`src/rtl/nand_ecc_pkg.sv`:
```
package nand_ecc_pkg;
  localparam logic [7:0] MODE_DATA    = 8'h94;
  localparam logic [7:0] MODE_ECC_CLR = 8'hF4;
  localparam logic [7:0] MODE_ECC_RUN = 8'hB4;
  localparam logic [7:0] MODE_ECC_OUT = 8'hD4;

  localparam int BYTE_W  = 8;
  localparam int CP_W    = 6;
  localparam int WORD_W  = 16;
  localparam int N_WORDS = 3;

  // column parity of one byte, raw (not inverted)
  function automatic logic [CP_W-1:0] byte_col_par(input logic [BYTE_W-1:0] b);
    logic [CP_W-1:0] c;
    c[0] = ^(b & 8'h55);
    c[1] = ^(b & 8'hAA);
    c[2] = ^(b & 8'h33);
    c[3] = ^(b & 8'hCC);
    c[4] = ^(b & 8'h0F);
    c[5] = ^(b & 8'hF0);
    return c;
  endfunction
endpackage

```
`src/rtl/ecc_half_acc.sv`:
```
module ecc_half_acc
  import nand_ecc_pkg::*;
#(
  parameter int IDXW = 8,
  localparam int LPW = 2 * IDXW
) (
  input  logic              clk,
  input  logic              rst,
  input  logic              clr,
  input  logic              en,
  input  logic [IDXW-1:0]   idx,
  input  logic [BYTE_W-1:0] din,
  output logic [LPW-1:0]    lp,
  output logic [CP_W-1:0]   cp
);
  logic [LPW-1:0] lp_toggle;
  logic           row_par;

  always_comb begin
    row_par   = ^din;
    lp_toggle = '0;
    for (int j = 0; j < IDXW; j++) begin
      if (idx[j]) lp_toggle[2*j+1] = row_par;
      else        lp_toggle[2*j]   = row_par;
    end
  end

  always_ff @(posedge clk) begin
    if (rst || clr) begin
      lp <= '0;
      cp <= '0;
    end else if (en) begin
      lp <= lp ^ lp_toggle;
      cp <= cp ^ byte_col_par(din);
    end
  end
endmodule

```
`src/rtl/ecc_result_pack.sv`:
```
module ecc_result_pack
  import nand_ecc_pkg::*;
#(
  parameter int LPW = 16
) (
  input  logic [LPW-1:0]    lp_a,
  input  logic [CP_W-1:0]   cp_a,
  input  logic [LPW-1:0]    lp_b,
  input  logic [CP_W-1:0]   cp_b,
  input  logic [1:0]        sel,
  output logic [WORD_W-1:0] word
);
  logic [WORD_W-1:0] la, lb;
  logic [BYTE_W-1:0] ca, cb;

  always_comb begin
    la = ~(WORD_W'(lp_a));
    lb = ~(WORD_W'(lp_b));
    ca = {~cp_a, 2'b11};
    cb = {~cp_b, 2'b11};
    unique case (sel)
      2'd0:    word = {la[15:8], la[7:0]};
      2'd1:    word = {lb[7:0],  ca};
      default: word = {cb,       lb[15:8]};
    endcase
  end
endmodule

```
`src/rtl/nand_ecc_gen.sv`:
```
module nand_ecc_gen
  import nand_ecc_pkg::*;
#(
  parameter int HALF_BYTES = 256
) (
  input  logic              clk,
  input  logic              rst,
  input  logic              mode_we,
  input  logic [7:0]        mode_val,
  input  logic              dat_valid,
  input  logic [BYTE_W-1:0] dat_byte,
  input  logic              rd_en,
  output logic [WORD_W-1:0] rd_word
);
  localparam int IDXW   = $clog2(HALF_BYTES);
  localparam int LPW    = 2 * IDXW;
  localparam int PAGE   = 2 * HALF_BYTES;
  localparam int CNTW   = $clog2(PAGE) + 1;

  logic [7:0]      mode_q;
  logic [CNTW-1:0] cnt;
  logic [1:0]      rd_ptr;
  logic            clr, acc_en, in_out;
  logic [1:0][LPW-1:0]  lp_raw;
  logic [1:0][CP_W-1:0] cp_raw;
  logic [WORD_W-1:0]    word_sel;

  assign clr    = mode_we && (mode_val == MODE_ECC_CLR);
  assign acc_en = (mode_q == MODE_ECC_RUN) && dat_valid && (cnt < CNTW'(PAGE));
  assign in_out = (mode_q == MODE_ECC_OUT);

  always_ff @(posedge clk) begin
    if (rst)          mode_q <= MODE_DATA;
    else if (mode_we) mode_q <= mode_val;
  end

  always_ff @(posedge clk) begin
    if (rst || clr)  cnt <= '0;
    else if (acc_en) cnt <= cnt + 1'b1;
  end

  for (genvar h = 0; h < 2; h++) begin : g_half
    ecc_half_acc #(.IDXW(IDXW)) u_acc (
      .clk (clk),
      .rst (rst),
      .clr (clr),
      .en  (acc_en && (cnt[IDXW] == h[0])),
      .idx (cnt[IDXW-1:0]),
      .din (dat_byte),
      .lp  (lp_raw[h]),
      .cp  (cp_raw[h])
    );
  end

  ecc_result_pack #(.LPW(LPW)) u_pack (
    .lp_a (lp_raw[0]),
    .cp_a (cp_raw[0]),
    .lp_b (lp_raw[1]),
    .cp_b (cp_raw[1]),
    .sel  (rd_ptr),
    .word (word_sel)
  );

  always_ff @(posedge clk) begin
    if (rst) begin
      rd_ptr <= '0;
    end else if (mode_we && (mode_val == MODE_ECC_OUT)) begin
      rd_ptr <= '0;
    end else if (in_out && rd_en) begin
      rd_ptr <= (rd_ptr == 2'(N_WORDS - 1)) ? 2'd0 : rd_ptr + 2'd1;
    end
  end

  always_ff @(posedge clk) begin
    if (rst)                rd_word <= '0;
    else if (in_out && rd_en) rd_word <= word_sel;
  end
endmodule

```
`config.mk`:
```
export PLATFORM = sky130hd
export DESIGN_NAME = nand_ecc_gen
export DESIGN_NICKNAME = d
export VERILOG_FILES = /design/src/rtl/nand_ecc_pkg.sv /design/src/rtl/ecc_half_acc.sv /design/src/rtl/ecc_result_pack.sv /design/src/rtl/nand_ecc_gen.sv
export SDC_FILE = /design/constraint.sdc
export NUM_CORES = 1
export LEC_CHECK = 0
export BUFFER_PORTS_ARGS = -buffer_cell sky130_fd_sc_hd__buf_2
export CELL_PAD_IN_SITES_DETAIL_PLACEMENT = 1
export CELL_PAD_IN_SITES_GLOBAL_PLACEMENT = 1
export CORE_MARGIN = 8
export CORE_UTILIZATION = 46
export CTS_CLUSTER_DIAMETER = 150
export DETAILED_ROUTE_END_ITERATION = 8
export GPL_TIMING_DRIVEN = 0
export PLACE_DENSITY_LB_ADDON = 0.25
export SLEW_MARGIN = 40
export SYNTH_ARGS = -nofsm -noshare
export SYNTH_HDL_FRONTEND = slang
export SYNTH_HIERARCHICAL = 1
export SYNTH_SLANG_ARGS = --single-unit
```
`constraint.sdc`:
```
create_clock -name clk -period 2.2 [get_ports clk]
set_input_delay 0.22 -clock clk [delete_from_list [all_inputs] [get_ports clk]]
set_output_delay 0.22 -clock clk [all_outputs]
set_load 0.02 [all_outputs]
```
Word level (Yosys, flattened, before mapping)
Cells that the tools add are included. Widths: inputs -> output; s select.

Output and inout bits: 16. Register bits after elaboration: 80.

Multiplexer cells: 18. Eq/ne operators: 6. Reductions and logical operators: 17. Add/sub/neg operators: 2. Order comparisons: 1. Bitwise logic cells: 9.

Operators with widths (count): $reduce_xor 8->1 (7); $eq 8x8->1 const B (4); $not 16->16 (2); $pmux 16 s2 (1); $xor 16x16->16 (2); $mux 1 (16); $not 6->6 (2); $xor 6x6->6 (2); $add 10x1->10 const B (1); $lt 10x10->1 const B (1); $logic_and 1x1->1 (7); $add 2x1->2 const B (1); $eq 2x1->1 const B (1); $eq 2x2->1 const B (1); $logic_not 2->1 (1); $mux 2 (1); $reduce_or 2->1 (1); $logic_or 1x1->1 (1); $not 1->1 (1).

Longest topological paths before layout
Word-level depth: 4. Mapped depth: 8.

Hierarchy
The synthesis kept the hierarchy.

Modules (own cells, without submodules): ecc_half_acc (seq. area each 440.4 sq um, area an instance 1096.1 sq um, instances 2, cells each 121); nand_ecc_gen (seq. area each 720.7 sq um, area an instance 1500.2 sq um, instances 1, cells each 153); ecc_result_pack (seq. area each 0.0 sq um, area an instance 376.6 sq um, instances 1, cells each 35).

Worst setup path after synthesis
Ideal clock, no wire load.

Kind: input to register. From: input port mode_val[3]. To: register g_half[0].u_acc.lp[15]. Slack: 0.275 ns. Data required time: 2.080 ns. Data arrival time: 1.805 ns. Cell stages on the path: 7. Cell sequence: nor4bb_1 > nand4_1 > nor2_1 > or2_2 > clkbuf_1 > or4_1 > nand2_1.

Longest elaborated chain between the ends: 3.

Ends and longest elaborated chain: start: declaration (line nand_ecc_gen.sv:9) `input logic [7:0] mode_val,`; $eq 8x8->1 (line nand_ecc_gen.sv:28) `assign clr = mode_we && (mode_val == MODE_ECC_CLR);`; $logic_and 1x1->1 (line nand_ecc_gen.sv:28); named net clr (line nand_ecc_gen.sv:23) `logic clr, acc_en, in_out;`; $logic_or 1x1->1 (line ecc_half_acc.sv:29) `if (rst || clr) begin`; end signal: assignment (line ecc_half_acc.sv:33) `lp <= lp ^ lp_toggle;`; end: declaration (line ecc_half_acc.sv:13) `output logic [LPW-1:0] lp,`.

The timed path passes the listed nets, and every way through them passes these cells. A chain may end at the register's enable or synchronous reset.

Worst setup path in the final report
From: register mode_q[3]. To: register rd_word[13].

Longest elaborated chain between the ends: 2.

Ends and longest elaborated chain: start: declaration (line nand_ecc_gen.sv:20) `logic [7:0] mode_q;`; start signal: assignment (line nand_ecc_gen.sv:34) `else if (mode_we) mode_q <= mode_val;`; $eq 8x8->1 (line nand_ecc_gen.sv:30) `assign in_out = (mode_q == MODE_ECC_OUT);`; $logic_and 1x1->1 (line nand_ecc_gen.sv:76) `else if (in_out && rd_en) rd_word <= word_sel;`; end signal: assignment (line nand_ecc_gen.sv:76); end: declaration (line nand_ecc_gen.sv:13) `output logic [WORD_W-1:0] rd_word`.

No other way between the ends.

==> results.sh <==
export IMPL_cp_cell_sequence="nand4bb_4 > nor4_1 > buf_2 > buf_2 > mux2i_1 > nor2_1"
export IMPL_cts_root_buf="clkbuf_8"
export IMPL_fin_crit_sh=0.931
export IMPL_synth_cell_types=41
export IMPL_power_leakage_uw=0.00175
export IMPL_antenna_found_initial=0
export IMPL_nets=499
export IMPL_crit_family="buffers and inverters"
export IMPL_ys_ff_latch=80
export IMPL_layout_commonest_cell="dfxtp_1"
export IMPL_htreeDepth=3
export IMPL_die_x_um=110
export IMPL_syn_cell_area_um2=4070
export IMPL_design_core_area_um2=8640
export IMPL_skew_ns=0.0178
export IMPL_gp_congestion=0.812
export IMPL_post_route_util=0.544
export IMPL_wire_per_inst_um=19.8
export IMPL_dr_total_vias=3446
export IMPL_outcome="completed"
export IMPL_grt_pass1_wl_um=19000
export IMPL_drtIter0Drc=135
export IMPL_cp_data_required_time_ns=2.44
export IMPL_end_kind="flop"
export IMPL_rows=34
export IMPL_path_buf_inv=2
export IMPL_groute_usage_overall=0.202
export IMPL_slowest_stage="buf_2"
export IMPL_reg2reg_depth=6
export IMPL_final_max_slew_viol_count=0
export IMPL_yosysSeqAreaShare=0.394
export IMPL_rsz0062_at_grt="no"
export IMPL_hpwl_um=8380
export IMPL_critical_path_depth=6
export IMPL_power_density_nw_per_um2=718
export IMPL_die_h_um=110
export IMPL_hold_viol=0
export IMPL_yosys_warnings=6
export IMPL_synthCells=430
export IMPL_cts_buffers=9
export IMPL_min_period_ns=2.05
export IMPL_synth_avg_cell_area_um2=9.46
export IMPL_antenna_cells=0
export IMPL_cts_clk_slew_worst_paths_ns=0.10
export IMPL_vias_per_cell=5.84
export IMPL_final_cell_mix="80 x dfxtp_1, 47 x nor2_1, 45 x nand2_1"
export IMPL_io_pins=37
export IMPL_drive_above_1_share=0.205
export IMPL_cp_start_kind="flop"
export IMPL_vdd_drop_max_mv=0.347
export IMPL_grt_pass1_vias=3693
export IMPL_setup_viol=0
export IMPL_io_buffers=36
export IMPL_cts_buffer_depth=2
export IMPL_drc_errors=0
export IMPL_cp_common_cell="buf_2"
export IMPL_wirelength_um=11700
export IMPL_critPathMaxStageDelay_ns=0.36
export IMPL_cp_data_arrival_time_ns=2.29
export IMPL_worstSkewPairLatency_ns=0.36
export IMPL_worstMarginPinSlew_ns=0.542
export IMPL_min_path_cells=2
export IMPL_hold_buffers=0
export IMPL_slew_headroom=0.639
export IMPL_firstDrtPassIters=4
export IMPL_antenna_left=0
export IMPL_fp_dieArea_um2=12100
export IMPL_max_freq_ghz=0.488
export IMPL_cts_sinks=80
export IMPL_grt_overflow=0
export IMPL_cap_violations=0
export IMPL_path_class="reg -> reg"
export IMPL_start_util=0.471
export IMPL_worstHoldPathType="in -> reg"
export IMPL_syn_nets=452
export IMPL_grt_max_degree=22
export IMPL_finalPower_uw=3370
export IMPL_critPathMaxFanout=10
export IMPL_syn2layout_area_growth_pct=15.4
export IMPL_tritoncts="done"
[per-layer routing]
layer	track usage	wire length [µm]	vias up	part of all wire
met5	0	0	-	0
met4	0.0791	121	0	0.010
met3	0.0285	672	14	0.057
met2	0.332	5530	74	0.47
met1	0.261	5380	1684	0.46
li1	-	-	1674	-
[final timing paths]
check | to | slack (ns) | start
setup / recovery | rd_word[13]$_SDFFE_PP0P_ | 0.15 | mode_q[3]$_SDFFE_PP0P_
hold / removal | mode_q[7]$_SDFFE_PP1P_ | 0.07 | mode_val[7]
setup reg to reg | rd_word[13]$_SDFFE_PP0P_ | 0.15 | mode_q[3]$_SDFFE_PP0P_
hold reg to reg | cnt[9]$_SDFFE_PP0P_ | 0.46 | cnt[9]$_SDFFE_PP0P_
[repair_timing]
action	CTS	global route
pin swaps	0	0
resized for setup	6	9
buffers inserted	0	0
cloned	0	0
setup endpoints to repair	39	36
[synth_stat cells (all sizes together)]
cell type  number  area, µm²
xnor2          25        219
o311ai         16        140
o21bai          2       15.0
dfxtp          80       1600
a211o           3       26.3
o21ai           3       15.0
or4            19        148
buf            12        109
nand3b          1       7.51
nor2           50        188
ha              1       12.5
clkbuf         12       45.0
nor2b           5       31.3
and4bb          2       25.0
nand3           4       20.0
o31ai           1       7.51
xor2           21        184
a22oi           2       15.0
nand4           2       12.5
o41ai          16        140
nor4            2       12.5
mux2i          37        370
nand2b          2       12.5
nand2          45        169
nor4bb          1       10.0
or3            21        134
o211ai         16        120
inv             5       18.8
nand4bb         2       43.8
mux2           12        161
or2             4       25.0
a21oi           6       30.0
[registers in the layout, indices dropped and copies added, names as in the netlist]
name / flops
g_half.u_acc/cp: 12
mode_q: 8
rd_ptr: 2
rd_word: 16
g_half.u_acc/lp: 32
cnt: 10
[per-stage QoR]
| step | area (µm²) | instances | setup TNS [ns] | hold slack, ns | setup WS (ns) |
|---|---|---|---|---|---|
| after CTS | 4660 | 590 | 0 | 0.0671 | 0.0229 |
| after detailed placement | 4390 | 574 | -7.78 | 0.446 | -0.317 |
| after global routing | 4700 | 590 | 0 | 0.0752 | 0.00561 |
| after global placement | 4380 | 574 | -22.46 | 0.439 | -0.676 |
| final | 4700 | 590 | 0 | 0.0692 | 0.151 |
| after floorplan | 4070 | 430 | 0 | 0.342 | 0.275 |
[power by group]
group / internal, µW / switching [µW]
registers: 1470 / 16.7
clock network: 791 / 580
logic: 186 / 330
[cell type report]
class                      instances  area (µm²)
inverter                           5        18.8
buffer                            24         159
clock buffer                      10         138
tap                              108         135
multi-input combinational        321        2350
fill                            1009        3940
clock inverter                     6         115
sequential                        80        1600
timing repair buffer              36         180
[kinds of logic (layout without fill, tap and decap cells)]
group	Yosys count	in the layout	share of synthesized area
XOR/XNOR	46	46	0.0990
flip-flops	80	80	0.394
adder cells (fa/ha/maj)	1	1	0.00307
AND/OR/NAND/NOR	160	160	0.206
multiplexers	49	49	0.131
buffers and inverters	29	81	0.0424
AO/OA/AOI/OAI	65	65	0.125
[worst reg2reg max path, cell delays in order, from the launching register on]
cell and delay [ns]:
dfxtp_1 0.34, nand4bb_4 0.26, nor4_1 0.31, buf_2 0.34, buf_2 0.36, mux2i_1 0.26
nor2_1 0.06
Note: power is estimated with default switching activity, not from simulation.
